===== config.mk =====
export PLATFORM = sky130hd
export DESIGN_NAME = sensreg_front
export DESIGN_NICKNAME = d
export VERILOG_FILES = /design/src/rtl/sensreg_pkg.sv /design/src/rtl/sensreg_decode.sv /design/src/rtl/sensreg_pulse.sv /design/src/rtl/sensreg_bank.sv /design/src/rtl/sensreg_front.sv
export SDC_FILE = /design/constraint.sdc
export NUM_CORES = 1
export LEC_CHECK = 0
export ABC_AREA = 1
export BUFFER_PORTS_ARGS = -buffer_cell sky130_fd_sc_hd__buf_4
export CAP_MARGIN = 20
export CORE_MARGIN = 2
export CORE_UTILIZATION = 37
export DETAILED_ROUTE_END_ITERATION = 10
export HOLD_SLACK_MARGIN = 0.02
export SLEW_MARGIN = 20
export SYNTH_ARGS = -nofsm -noshare
export SYNTH_HDL_FRONTEND = slang
export SYNTH_SLANG_ARGS = --single-unit

===== constraint.sdc =====
create_clock -name clk_i -period 2.5 [get_ports clk_i]
set_input_delay 0.5 -clock clk_i [delete_from_list [all_inputs] [get_ports clk_i]]
set_output_delay 0.5 -clock clk_i [all_outputs]
set_load 0.02 [all_outputs]

===== src/rtl/sensreg_pkg.sv =====
package sensreg_pkg;

    typedef enum logic [2:0] {
        RG_KEY    = 3'd0,
        RG_TOGGLE = 3'd1,
        RG_CFG    = 3'd2,
        RG_SENSE  = 3'd3,
        RG_VOID   = 3'd4
    } region_e;

    typedef struct packed {
        region_e    region;
        logic [7:0] idx;
    } dec_t;

endpackage


===== src/rtl/sensreg_decode.sv =====
module sensreg_decode
    import sensreg_pkg::*;
#(
    parameter int unsigned ADDR_W   = 10,
    parameter int unsigned NUM_CFG  = 4,
    parameter int unsigned NUM_SENS = 8,
    parameter int unsigned CFG_OFS  = 'h010,
    parameter int unsigned SENS_OFS = 'h200
) (
    input  logic [ADDR_W-1:0] addr_i,
    output dec_t              dec_o
);
    localparam int unsigned KEY_W  = 0;
    localparam int unsigned TOG_W  = 1;
    localparam int unsigned CFG_W0 = CFG_OFS / 4;
    localparam int unsigned SNS_W0 = SENS_OFS / 4;

    int unsigned widx;

    always_comb begin
        widx         = 32'(addr_i[ADDR_W-1:2]);
        dec_o.region = RG_VOID;
        dec_o.idx    = '0;
        if (addr_i[1:0] == 2'b00) begin
            if (widx == KEY_W) begin
                dec_o.region = RG_KEY;
            end else if (widx == TOG_W) begin
                dec_o.region = RG_TOGGLE;
            end else if (widx >= CFG_W0 && widx < CFG_W0 + NUM_CFG) begin
                dec_o.region = RG_CFG;
                dec_o.idx    = 8'(widx - CFG_W0);
            end else if (widx >= SNS_W0 && widx < SNS_W0 + NUM_SENS) begin
                dec_o.region = RG_SENSE;
                dec_o.idx    = 8'(widx - SNS_W0);
            end
        end
    end

endmodule


===== src/rtl/sensreg_pulse.sv =====
module sensreg_pulse #(
    parameter logic [31:0] KEY       = 32'h0000_000A,
    parameter int unsigned PULSE_CYC = 2
) (
    input  logic        clk_i,
    input  logic        rst_ni,
    input  logic        key_wr_i,
    input  logic [31:0] data_i,
    output logic        active_o
);
    localparam int unsigned CNT_W = $clog2(PULSE_CYC + 1);

    typedef struct packed {
        logic [CNT_W-1:0] cnt;
    } pstate_t;

    pstate_t p_d, p_q;

    always_comb begin
        p_d = p_q;
        if (key_wr_i && data_i == KEY) begin
            p_d.cnt = CNT_W'(PULSE_CYC);
        end else if (p_q.cnt != '0) begin
            p_d.cnt = p_q.cnt - 1'b1;
        end
    end

    always_ff @(posedge clk_i or negedge rst_ni) begin
        if (!rst_ni) p_q <= '0;
        else         p_q <= p_d;
    end

    assign active_o = (p_q.cnt != '0);

endmodule


===== src/rtl/sensreg_bank.sv =====
module sensreg_bank
    import sensreg_pkg::*;
#(
    parameter int unsigned NUM_CFG = 4,
    parameter logic [31:0] CFG_RST = 32'h0000_00A5,
    parameter logic [31:0] TOG_RST = 32'h0000_0000
) (
    input  logic                     clk_i,
    input  logic                     rst_ni,
    input  logic                     clr_i,
    input  logic                     wr_i,
    input  dec_t                     dec_i,
    input  logic [31:0]              wdata_i,
    output logic [NUM_CFG-1:0][31:0] cfg_o,
    output logic [31:0]              tog_o
);
    typedef struct packed {
        logic [NUM_CFG-1:0][31:0] cfg;
        logic [31:0]              tog;
    } bstate_t;

    bstate_t b_d, b_q;
    bstate_t b_rst;

    always_comb begin
        for (int i = 0; i < NUM_CFG; i++) b_rst.cfg[i] = CFG_RST;
        b_rst.tog = TOG_RST;
    end

    always_comb begin
        b_d = b_q;
        if (clr_i) begin
            b_d = b_rst;
        end else if (wr_i) begin
            case (dec_i.region)
                RG_CFG: begin
                    for (int i = 0; i < NUM_CFG; i++) begin
                        if (dec_i.idx == 8'(i)) b_d.cfg[i] = wdata_i;
                    end
                end
                RG_TOGGLE: b_d.tog = b_q.tog ^ wdata_i;
                default: ;
            endcase
        end
    end

    always_ff @(posedge clk_i or negedge rst_ni) begin
        if (!rst_ni) b_q <= b_rst;
        else         b_q <= b_d;
    end

    assign cfg_o = b_q.cfg;
    assign tog_o = b_q.tog;

endmodule


===== src/rtl/sensreg_front.sv =====
module sensreg_front
    import sensreg_pkg::*;
#(
    parameter int unsigned ADDR_W    = 10,
    parameter int unsigned NUM_CFG   = 4,
    parameter int unsigned NUM_SENS  = 8,
    parameter int unsigned PULSE_CYC = 2,
    parameter logic [31:0] KEY       = 32'h0000_000A,
    parameter logic [31:0] CFG_RST   = 32'h0000_00A5,
    parameter logic [31:0] TOG_RST   = 32'h0000_0000
) (
    input  logic                   clk_i,
    input  logic                   rst_ni,
    input  logic                   req_valid_i,
    output logic                   req_ready_o,
    input  logic                   req_write_i,
    input  logic [ADDR_W-1:0]      req_addr_i,
    input  logic [31:0]            req_wdata_i,
    input  logic [3:0]             req_be_i,
    input  logic [16*NUM_SENS-1:0] sens_data_i,
    output logic                   resp_valid_o,
    output logic [31:0]            resp_rdata_o,
    output logic                   resp_err_o,
    output logic                   soft_rst_o
);
    localparam logic [3:0] BE_FULL = 4'b1111;

    typedef struct packed {
        logic        valid;
        logic        err;
        logic [31:0] rdata;
    } rsp_t;

    rsp_t r_d, r_q;
    dec_t dec;
    logic accept, full_word, wr_ok, key_wr, pulse_on;
    logic [NUM_CFG-1:0][31:0] cfg;
    logic [31:0] tog, rd_mux;

    sensreg_decode #(
        .ADDR_W(ADDR_W), .NUM_CFG(NUM_CFG), .NUM_SENS(NUM_SENS)
    ) u_dec (
        .addr_i(req_addr_i),
        .dec_o (dec)
    );

    assign accept    = req_valid_i && req_ready_o;
    assign full_word = (req_be_i == BE_FULL);
    assign wr_ok     = accept && req_write_i && full_word;
    assign key_wr    = wr_ok && (dec.region == RG_KEY);

    sensreg_pulse #(
        .KEY(KEY), .PULSE_CYC(PULSE_CYC)
    ) u_pulse (
        .clk_i   (clk_i),
        .rst_ni  (rst_ni),
        .key_wr_i(key_wr),
        .data_i  (req_wdata_i),
        .active_o(pulse_on)
    );

    sensreg_bank #(
        .NUM_CFG(NUM_CFG), .CFG_RST(CFG_RST), .TOG_RST(TOG_RST)
    ) u_bank (
        .clk_i  (clk_i),
        .rst_ni (rst_ni),
        .clr_i  (pulse_on),
        .wr_i   (wr_ok),
        .dec_i  (dec),
        .wdata_i(req_wdata_i),
        .cfg_o  (cfg),
        .tog_o  (tog)
    );

    always_comb begin
        rd_mux = '0;
        case (dec.region)
            RG_TOGGLE: rd_mux = tog;
            RG_CFG: begin
                for (int i = 0; i < NUM_CFG; i++) begin
                    if (dec.idx == 8'(i)) rd_mux = cfg[i];
                end
            end
            RG_SENSE: begin
                for (int i = 0; i < NUM_SENS; i++) begin
                    if (dec.idx == 8'(i)) rd_mux = {16'h0000, sens_data_i[16*i +: 16]};
                end
            end
            default: rd_mux = '0;
        endcase
    end

    always_comb begin
        r_d       = '0;
        r_d.valid = accept;
        r_d.err   = accept && !full_word;
        if (accept && !req_write_i && full_word) r_d.rdata = rd_mux;
    end

    always_ff @(posedge clk_i or negedge rst_ni) begin
        if (!rst_ni) r_q <= '0;
        else         r_q <= r_d;
    end

    assign req_ready_o  = !pulse_on;
    assign soft_rst_o   = pulse_on;
    assign resp_valid_o = r_q.valid;
    assign resp_err_o   = r_q.err;
    assign resp_rdata_o = r_q.rdata;

endmodule


Word level (Yosys, flattened, before mapping)
Cells that the tools add are included.
{ "totals": {"ff_bits": 196, "out_inout_bits": 36} }
{ "classes": {"n_addsub": 3, "magnitude_cmp": 4, "eq_ne": 13, "muxes": 31, "bitwise_logic": 1, "reduce_logical": 31} }
{ "ops": {"columns": ["operator", "count"], "rows": [
  ["32-bit two-way mux", 17],
  ["160-bit two-way mux", 2],
  ["128-bit two-way mux", 1],
  ["32-bit one-hot mux with 3 select lines", 1],
  ["11-bit two-way mux", 3],
  ["32-bit by 4-bit == test with 1-bit output (second input constant)", 1],
  ["8-bit by 3-bit == test with 1-bit output (second input constant)", 4],
  ["32-bit XOR", 1],
  ["2-bit nonzero test", 9],
  ["8-bit by 1-bit == test with 1-bit output (second input constant)", 2],
  ["8-bit by 2-bit == test with 1-bit output (second input constant)", 2],
  ["8-bit zero test", 2],
  ["16-bit two-way mux", 1],
  ["8-bit two-way mux", 2],
  ["3-bit AND reduction", 4],
  ["1-bit logical AND", 10],
  ["8-bit by 3-bit greater-or-equal comparator with 1-bit output (second input constant)", 1],
  ["8-bit greater-or-equal comparator (second input constant)", 1],
  ["8-bit by 4-bit < comparator with 1-bit output (second input constant)", 1],
  ["8-bit < comparator (second input constant)", 1],
  ["8-bit by 3-bit subtractor with 8-bit output (second input constant)", 1],
  ["8-bit subtractor (second input constant)", 1],
  ["3-bit by 2-bit == test with 1-bit output (second input constant)", 2],
  ["3-bit two-way mux", 2],
  ["other kinds (8)", 11]
]} }

Logic depth before layout (Yosys ltp)
Gate-level depths: netlist of run 1.
{ "logic_depth": {"depth_word": 18, "mapped_depth": 20, "mapped_depth_nobuf": 19} }

By module
From an unflattened synthesis of run 1, not the netlist that was laid out.
{ "unflattened": {"hier_cells": 1532, "area_unflattened_um2": 11194.5} }
{ "by_module_without_submodules": {"columns": ["mod", "instances", "cells_each", "area_per_inst_um2"], "rows": [
  ["sensreg_bank", 1, 828, 7141.8],
  ["sensreg_front", 1, 615, 3560.9],
  ["sensreg_decode", 1, 46, 267.8],
  ["sensreg_pulse", 1, 43, 224.0]
]} }

Worst setup path before layout of run 1
OpenSTA, ideal clock, no wires.
{ "synth_path": {"kind": "input -> register", "from": "input port req_addr_i[5]", "to": "register u_bank.b_q (netlist bit u_bank.cfg_o[77])", "setup_time_ps": 123, "arrival_time_ps": 2243, "slack_ps": 134, "path_stages": 16, "n_path_buf": 1, "path_cell_list": "inv_1 -> ha_1 -> inv_1 -> o21ai_0 -> nand2_1 -> nor2_2 -> nor2_2 -> nor2_8 -> nand2_1 -> nor2_4 -> nand2_1 -> nand2_1 -> inv_2 -> buf_2 -> nand2_1 -> o21ai_1"} }
{ "synth_via": {"elab_chain_cells": 10, "elab_cells_between_ends": 22, "classes_between": "add/sub: 2; order compare: 4; eq/ne: 3; mux: 7; reduce/logical: 6"} }
{ "synth_rtl": {"columns": ["element", "line", "rtl"], "rows": [
  ["start: declaration", "sensreg_front.sv:17", "input logic [ADDR_W-1:0] req_addr_i,"],
  ["8-bit greater-or-equal comparator or 8-bit < comparator (tied branches)", "sensreg_decode.sv:32", "end else if (widx >= SNS_W0 && widx < SNS_W0 + NUM_SENS) begin"],
  ["1-bit logical AND", "sensreg_decode.sv:32", null],
  ["11-bit two-way mux", "sensreg_decode.sv:32", null],
  ["11-bit two-way mux", "sensreg_decode.sv:29", "end else if (widx >= CFG_W0 && widx < CFG_W0 + NUM_CFG) begin"],
  ["8-bit two-way mux or 3-bit two-way mux (tied branches)", "sensreg_decode.sv:27", "end else if (widx == TOG_W) begin"],
  ["8-bit two-way mux or 3-bit two-way mux (tied branches)", "sensreg_decode.sv:25", "if (widx == KEY_W) begin"],
  ["11-bit two-way mux *", "sensreg_decode.sv:24", "if (addr_i[1:0] == 2'b00) begin"],
  ["8-bit by 2-bit == test with 1-bit output or 3-bit by 2-bit == test with 1-bit output (tied branches)", "sensreg_bank.sv:38, sensreg_bank.sv:35", null],
  ["2-bit nonzero test (no line)", null, null],
  ["3-bit AND reduction (no line) *", null, null],
  ["end signal: assignment", "sensreg_bank.sv:48", "if (!rst_ni) b_q <= b_rst;"],
  ["end: declaration", "sensreg_bank.sv:22", "bstate_t b_d, b_q;"]
]} }
Every way passes the cells marked *; elsewhere a longest branch is shown, timed or not.
A chain may end at the register's enable or synchronous reset.

==> results of run 1 <==
worst min-delay path, cell delays in order:
cell	delay, ps
buf_4	70
nand2_1	70
inv_1	110
flip-flops by register name, summed over array words and instances (netlist names):
name	flops
u_bank.cfg_o	128
resp_err_o	1
u_bank.tog_o	32
u_pulse.p_q	2
resp_valid_o	1
resp_rdata_o	32
per-stage QoR:
step,util (%),worst slack [ps]
5_1_grt,50.18,-5.291
6_report,50.18,133.4
2_1_floorplan,-,134.3
3_3_place_gp,47.78,-289.6
4_1_cts,49.97,173.1
3_5_place_dp,47.78,-286.3
worst paths after layout:
kind                                          end  slack [ps]  cells past startpoint
worst min register to register  u_bank.cfg_o[103]         480                      2
worst min-delay path                 resp_valid_o         350                      3
min in group asynchronous       u_bank.cfg_o[124]         580                      2
worst max-delay path             resp_rdata_o[15]         130                     21
worst max register to register  u_bank.cfg_o[104]         400                     11
max in group asynchronous        u_bank.cfg_o[98]        1200                      3
final cells by class:
type / count / area (um2) / area share [%]
Sequential cell: 196 / 4925 / 35.23
Clock inverter: 14 / 168.9 / 1.208
Clock buffer: 18 / 429.2 / 3.070
Timing Repair Buffer: 331 / 2786 / 19.93
Tap cell: 378 / 473.0 / 3.383
Multi-Input combinational cell: 925 / 4695 / 33.58
Inverter: 131 / 501.7 / 3.589
timing repair:
action / CTS / global route
resized for setup: 0 / 8
buffers inserted: 0 / 2
setup endpoints to repair: 0 / 7
hold endpoints to repair: 6 / 0
hold buffers: 1 / 0
synthesized netlist by cell type, types with 6 or more instances:
| library cell | instances |
|---|---|
| nand2_1 | 342 |
| dfrtp_1 | 180 |
| inv_1 | 120 |
| o21ai_1 | 110 |
| o21ai_0 | 100 |
| a21oi_1 | 92 |
| nand3_1 | 75 |
| nor3_1 | 33 |
| nor3b_1 | 32 |
| o211ai_1 | 31 |
| buf_2 | 30 |
| clkbuf_1 | 25 |
| nor2_1 | 17 |
| a22oi_1 | 16 |
| dfstp_2 | 16 |
| buf_4 | 12 |
| inv_2 | 9 |
| nand2_2 | 9 |
| nor2_4 | 8 |
| nand4_1 | 7 |
| nor2_2 | 7 |
| buf_6 | 6 |
| nor4_1 | 6 |
| or2_0 | 6 |
| or2_2 | 6 |
where the power goes:
part | internal (mW) | switching, mW | total [mW]
clock | 1.43 | 1.34 | 2.77
combinational | 0.272 | 0.299 | 0.571
sequential | 3.17 | 0.00186 | 3.18
per-layer routing:
metal	routed length [um]	part of all wire, %	track usage, %	up-vias
met2	16760	47	40.23	377
met5	0	0	0	-
met3	2637	7.5	4.280	61
met4	1131	3.2	10.01	0
met1	14830	42	30.20	4824
li1	-	-	-	4958
kinds of logic (layout without fill, tap and decap cells):
logic type | after synthesis | after routing | share of synthesized area [%]
AO/OA/AOI/OAI | 357 | 357 | 18.58
adder cells (fa/ha/maj) | 4 | 4 | 0.4765
XOR/XNOR | 1 | 1 | 0.08340
AND/OR/NAND/NOR | 563 | 563 | 25.29
flip-flops | 196 | 196 | 46.89
buffers and inverters | 207 | 494 | 8.684
==> results_dict.tcl, run 1 <==
set metrics [dict create \
    outcome "finished clean" \
    fmax_mhz 422.6 \
    initial_utilization_pct 37.70 \
    ys_ff_latch 196 \
    cts_tree "yes" \
    min_period_ps 2367 \
    tightest_slew_ps 602.4 \
    fin_setup_tns_ps 0 \
    cts_htree_levels 4 \
    die_area_um2 29750 \
    final_net_count 1784 \
    vias_per_cell 5.128 \
    grt_pass1_wl_mm 54.27 \
    cp_slowest_cell "nor2_4" \
    cts_buffer_depth 2 \
    layout_common_cells "nand2_1, buf_4, dfrtp_1" \
    gr-total-overflow 0 \
    antenna_found_initial 0 \
    routabilityCongestion 0.8381 \
    cp.required_ps 2880 \
    clk_pin_slew_ps 90 \
    post-synth-top-area-fraction_pct 42.88 \
    rr_startpoint "u_pulse.p_q[0]" \
    critPathLaunch "req_addr_i[4]" \
    timing.final.crit_share_pct 94.66 \
    synth_top_cell_by_area "dfrtp_1" \
    synth_edf_count 0 \
    synth.area.top_cells "dfrtp_1, nand2_1, o21ai_1" \
    cp_max_fo 6 \
    cts.sinks 196 \
    wire_per_inst_um 17.74 \
    portBuffers 213 \
    vias 10220 \
    ys_seq_area_share_pct 46.89 \
    critical_path_buf_inv_count 5 \
    dp_hpwl_mm 25.45 \
    power_density_nw_per_um2 466.2 \
    grt_use_total_pct 23.87 \
    synthArstFlopShare_pct 100.0 \
    finalPower_mw 6.517 \
    dp_cells 1957 \
    cp_cell_sequence "buf_4, buf_4, ha_1, nand2_1, nand2_1, buf_4, nand3_1, nor2_2, nand2_1, nand2_1, nor2_4, buf_12, buf_4, nand2_1, nand3_1, o21ai_1, nand2_1, nand2_1, nand2_1, nand2_1, a21oi_2" \
    max-cap-violations 0 \
    fp.dieW_um 172.5 \
    slew_headroom_pct 59.79 \
    worstHoldStart "req_valid_i" \
    final_cell_area_um2 13980 \
    syn_inst 1328 \
    drt-pass1-iter-count 5 \
    num_rows 61 \
    clock_skew_ps 17.08 \
    max_stage_delay_ps 260 \
    ys.flop_type "dfrtp_1" \
    core-area_um2 27860 \
    syn_to_final_growth_pct 33.08 \
    dpl-instance-area_um2 13310 \
    critPathCaptureType "flip-flop" \
    layout-drive-gt1-share_pct 27.12 \
    yosysWarnings 0 \
    layout_commonest_cell "nand2_1" \
    clockRootBuffer "clkbuf_16" \
    drt_iter0_drc 670 \
    setup_viol 0 \
    ant_nets 0 \
    clk_latency_ps 450 \
    critical_path.most_common_cell "nand2_1" \
    num-fill-cells 2702 \
    leakage_nw 6.929 \
    grt_pass1_vias 10100 \
    diodes 0 \
    whs_ps 354.7 \
    syn_area_per_cell_um2 7.910 \
    hold_path.class "input pin to flip-flop" \
    hold_viol_final 0 \
    die_h_um 172.5 \
    cts_buffers 17 \
    syn_nets 1510 \
    max-vdd-ir-drop_mv 0.4119 \
    worst_ep_arrival_time_ps 2740 \
    critical_path.startpoint_type "input pin" \
    crit_family "simple AND/OR/NAND/NOR gates" \
    critical_path_class "input pin to flip-flop" \
    slew_violations 0 \
    grt_max_degree 65 \
    syn_area_um2 10500 \
    io_pins 214 \
    drc 0 \
    fin_cells 1993 \
    drt-total-wl_mm 35.36 \
    yosysUniqueCellTypes 45 \
]
(Power assumes the default switching activity.)
==> inputs of run 2 (changes only) <==
--- a/config.mk
+++ b/config.mk
@@ -5,12 +5,12 @@
 export SDC_FILE = /design/constraint.sdc
 export NUM_CORES = 1
 export LEC_CHECK = 0
-export ABC_AREA = 1
-export BUFFER_PORTS_ARGS = -buffer_cell sky130_fd_sc_hd__buf_4
+export ABC_AREA = 0
 export CAP_MARGIN = 20
 export CORE_MARGIN = 2
 export CORE_UTILIZATION = 37
 export DETAILED_ROUTE_END_ITERATION = 10
+export DONT_BUFFER_PORTS = 1
 export HOLD_SLACK_MARGIN = 0.02
 export SLEW_MARGIN = 20
 export SYNTH_ARGS = -nofsm -noshare
==> run 2 against run 1 <==
  * The run now ends with negative hold slack, negative setup slack left
  * Largest cell class is now multi-input combinational cells
  * Clock power grew 4%
  * Design area shrank 5.0%
  * Via count shrank 4.6%
  * Synthesized cell count shrank 6.3%
  * Global-route usage grew 1.5 points
  * Synthesized area shrank 0.51%
  * Worst hold slack lost 600 ps
  * Routed wire length grew 11%
  * Final cell count shrank 16%
  * Power shrank 3.2%
==> results_dict.tcl, run 2 <==
set metrics [dict create \
    whs_ps -248.1 \
    grt_pass1_wl_mm 56.59 \
    final_cell_area_um2 13280 \
    synth-xor-area-share_pct 2.766 \
    dpl-instance-area_um2 11780 \
    clk_pin_slew_ps 80 \
    vias 9751 \
    die_area_um2 29600 \
    portBuffers 0 \
    syn_inst 1245 \
    syn_area_um2 10450 \
    cts.sinks 196 \
    cts_htree_levels 4 \
    synth_fa_ha_area_share_pct 0.4789 \
    drt-total-wl_mm 39.30 \
    hold_path.class "input pin to async pin" \
    vias_per_cell 5.797 \
    dp_hpwl_mm 26.22 \
    critical_path.most_common_cell "buf_12" \
    ys_seq_area_share_pct 47.13 \
    initial_utilization_pct 37.61 \
    grt_max_degree 197 \
    rrSetupSlack_ps 310 \
    critical_path.startpoint_type "input pin" \
    fin_cells 1682 \
    antenna_found_initial 5 \
    routabilityCongestion 0.9591 \
    slew_headroom_pct 60.52 \
    synth_edf_count 0 \
    synth.area.top_cells "dfrtp_1, nand2_1, a21oi_1" \
    wire_per_inst_um 23.36 \
    synth.most_common_cell "nand2_1" \
    drc 0 \
    synth_compound_area_share_pct 21.07 \
    clockRootBuffer "clkbuf_16" \
    max-cap-violations 0 \
    outcome "finished, violations left" \
    grt_use_total_pct 25.42 \
    grt_pass1_vias 9483 \
    clock_skew_ps 15.40 \
    largest_reg_flops 128 \
    ant_nets 0 \
    dp_cells 1631 \
    synth_top_family_by_area "simple AND/OR/NAND/NOR gates" \
    hold_viol_final 184 \
    leakage_nw 5.456 \
    worst_ep_arrival_time_ps 2890 \
    finalPower_mw 6.310 \
    layout-drive-gt1-share_pct 23.92 \
    cts_tree "yes" \
    drt-pass1-iter-count 5 \
    final_net_count 1469 \
    io_pins 214 \
    post-synth-top-area-fraction_pct 43.10 \
    yosysWarnings 0 \
    layout_commonest_cell "nand2_1" \
    synth_common_cells "nand2_1, dfrtp_1, a21oi_1" \
    layout_setup_ws_ps -63.92 \
    fp.dieW_um 172.1 \
    critical_path_buf_inv_count 4 \
    synth_top_cell_by_area "dfrtp_1" \
    core-area_um2 27780 \
    synthMuxAreaShare_pct 1.808 \
    clk_latency_ps 450 \
    yosysUniqueCellTypes 68 \
    fmax_mhz 390.0 \
    num-fill-cells 2618 \
    num_rows 61 \
    die_h_um 172.1 \
    fin_util_pct 47.81 \
    rsz0062_at_grt "yes" \
    ys.flop_type "dfrtp_1" \
    cp_max_fo 8 \
    violations "negative hold slack, negative setup slack" \
    max_stage_delay_ps 390 \
    cts_buffer_depth 2 \
    syn_area_per_cell_um2 8.394 \
    cp.required_ps 2830 \
    cp_slowest_cell "or3b_4" \
    gr-total-overflow 0 \
    layout_common_cells "nand2_1, dfrtp_1, nor2_1" \
    setup_viol 42 \
    critical_path_class "input pin to flip-flop" \
    cp_cell_sequence "clkinv_16, ha_4, or3b_4, a2111oi_4, o211a_1, buf_12, a211o_1, a21oi_4, buf_12, buf_16, a221oi_2, nor2_1, o31a_1" \
    timing.final.crit_share_pct 102.6 \
    syn_nets 1427 \
    tightest_slew_ps 575.8 \
    cts_buffers 17 \
    synthArstFlopShare_pct 100.0 \
    critPathCaptureType "flip-flop" \
    max-vdd-ir-drop_mv 0.4582 \
    drt_iter0_drc 989 \
    power_density_nw_per_um2 475.1 \
    min_period_ps 2564 \
    syn_to_final_growth_pct 27.10 \
    crit_family "compound AO/OA/AOI/OAI gates" \
    ys_ff_latch 196 \
    yosys.area_share.simple_pct 21.99 \
    slew_violations 0 \
]
==> run 2: worst reg2reg max path, delay by kind of cell (launching register included) <==
kind	cells	cell delay (ps)
buffers and inverters	3	470
AND/OR/NAND/NOR	5	960
AO/OA/AOI/OAI	1	130
adder cells (fa/ha/maj)	1	180
flip-flops	1	390
==> run 2: area by class of cell <==
cell class | count | area [um2] | share of cell area (%)
inverter | 9 | 62.56 | 0.4710
tap | 378 | 473.0 | 3.561
sequential | 196 | 4925 | 37.08
antenna | 4 | 10.01 | 0.07536
clock inverter | 15 | 196.4 | 1.479
clock buffer | 17 | 425.4 | 3.203
multi-input combinational | 941 | 5746 | 43.26
timing repair buffer | 122 | 1444 | 10.87
==> run 2: through the flow <==
step / setup WS (ps) / TNS [ps]
after floorplan: -264.9 / -16640
final: -63.92 / -1544
after detailed placement: -749.0 / -63480
after global placement: -742.4 / -58590
after CTS: -29.35 / -76.96
after global routing: -121.3 / -3569
==> run 2: worst paths after layout <==
check / start / end / depth (start not counted)
worst max-delay path: req_addr_i[5] / resp_rdata_o[15] / 13
worst min-delay path: rst_ni / resp_rdata_o[20] / 0
worst max register to register: u_pulse.p_q[0] / u_bank.cfg_o[42] / 10
worst min register to register: u_bank.cfg_o[96] / u_bank.cfg_o[96] / 2
max in group asynchronous: rst_ni / u_bank.cfg_o[69] / 0
min in group clk_i: req_wdata_i[2] / u_bank.cfg_o[66] / 2
==> run 2: cells by family (layout without fill, tap and decap cells) <==
kind of cell / Yosys count / in the layout
adder cells (fa/ha/maj): 4 / 4
AO/OA/AOI/OAI: 338 / 339
AND/OR/NAND/NOR: 547 / 547
flip-flops: 196 / 196
multiplexers: 18 / 18
other: 0 / 4
XOR/XNOR: 33 / 33
buffers and inverters: 109 / 163
==> run 2: what timing repair did <==
action                                 CTS  global route
pin swaps                               13            46
cloned                                   1             6
endpoints found under the hold margin  196           196
gates resized for setup                 28           104
setup buffers                            4             7
setup endpoints to repair               19            47
==> run 2: per-layer routing <==
metal	GRT usage [%]	vias to the layer above	part of all wire [%]
met5	0	-	0
met4	10.67	0	4.2
li1	-	4424	-
met3	6.729	96	9.1
met1	32.80	4782	41
met2	40.47	449	46
==> run 2: report_power, final <==
group / switching (mW) / leakage (nW) / internal (mW)
clock: 1.50 / 0.299 / 1.38
sequential: 0.00630 / 2.68 / 3.17
combinational: 0.116 / 2.48 / 0.132
total: 1.62 / 5.46 / 4.69
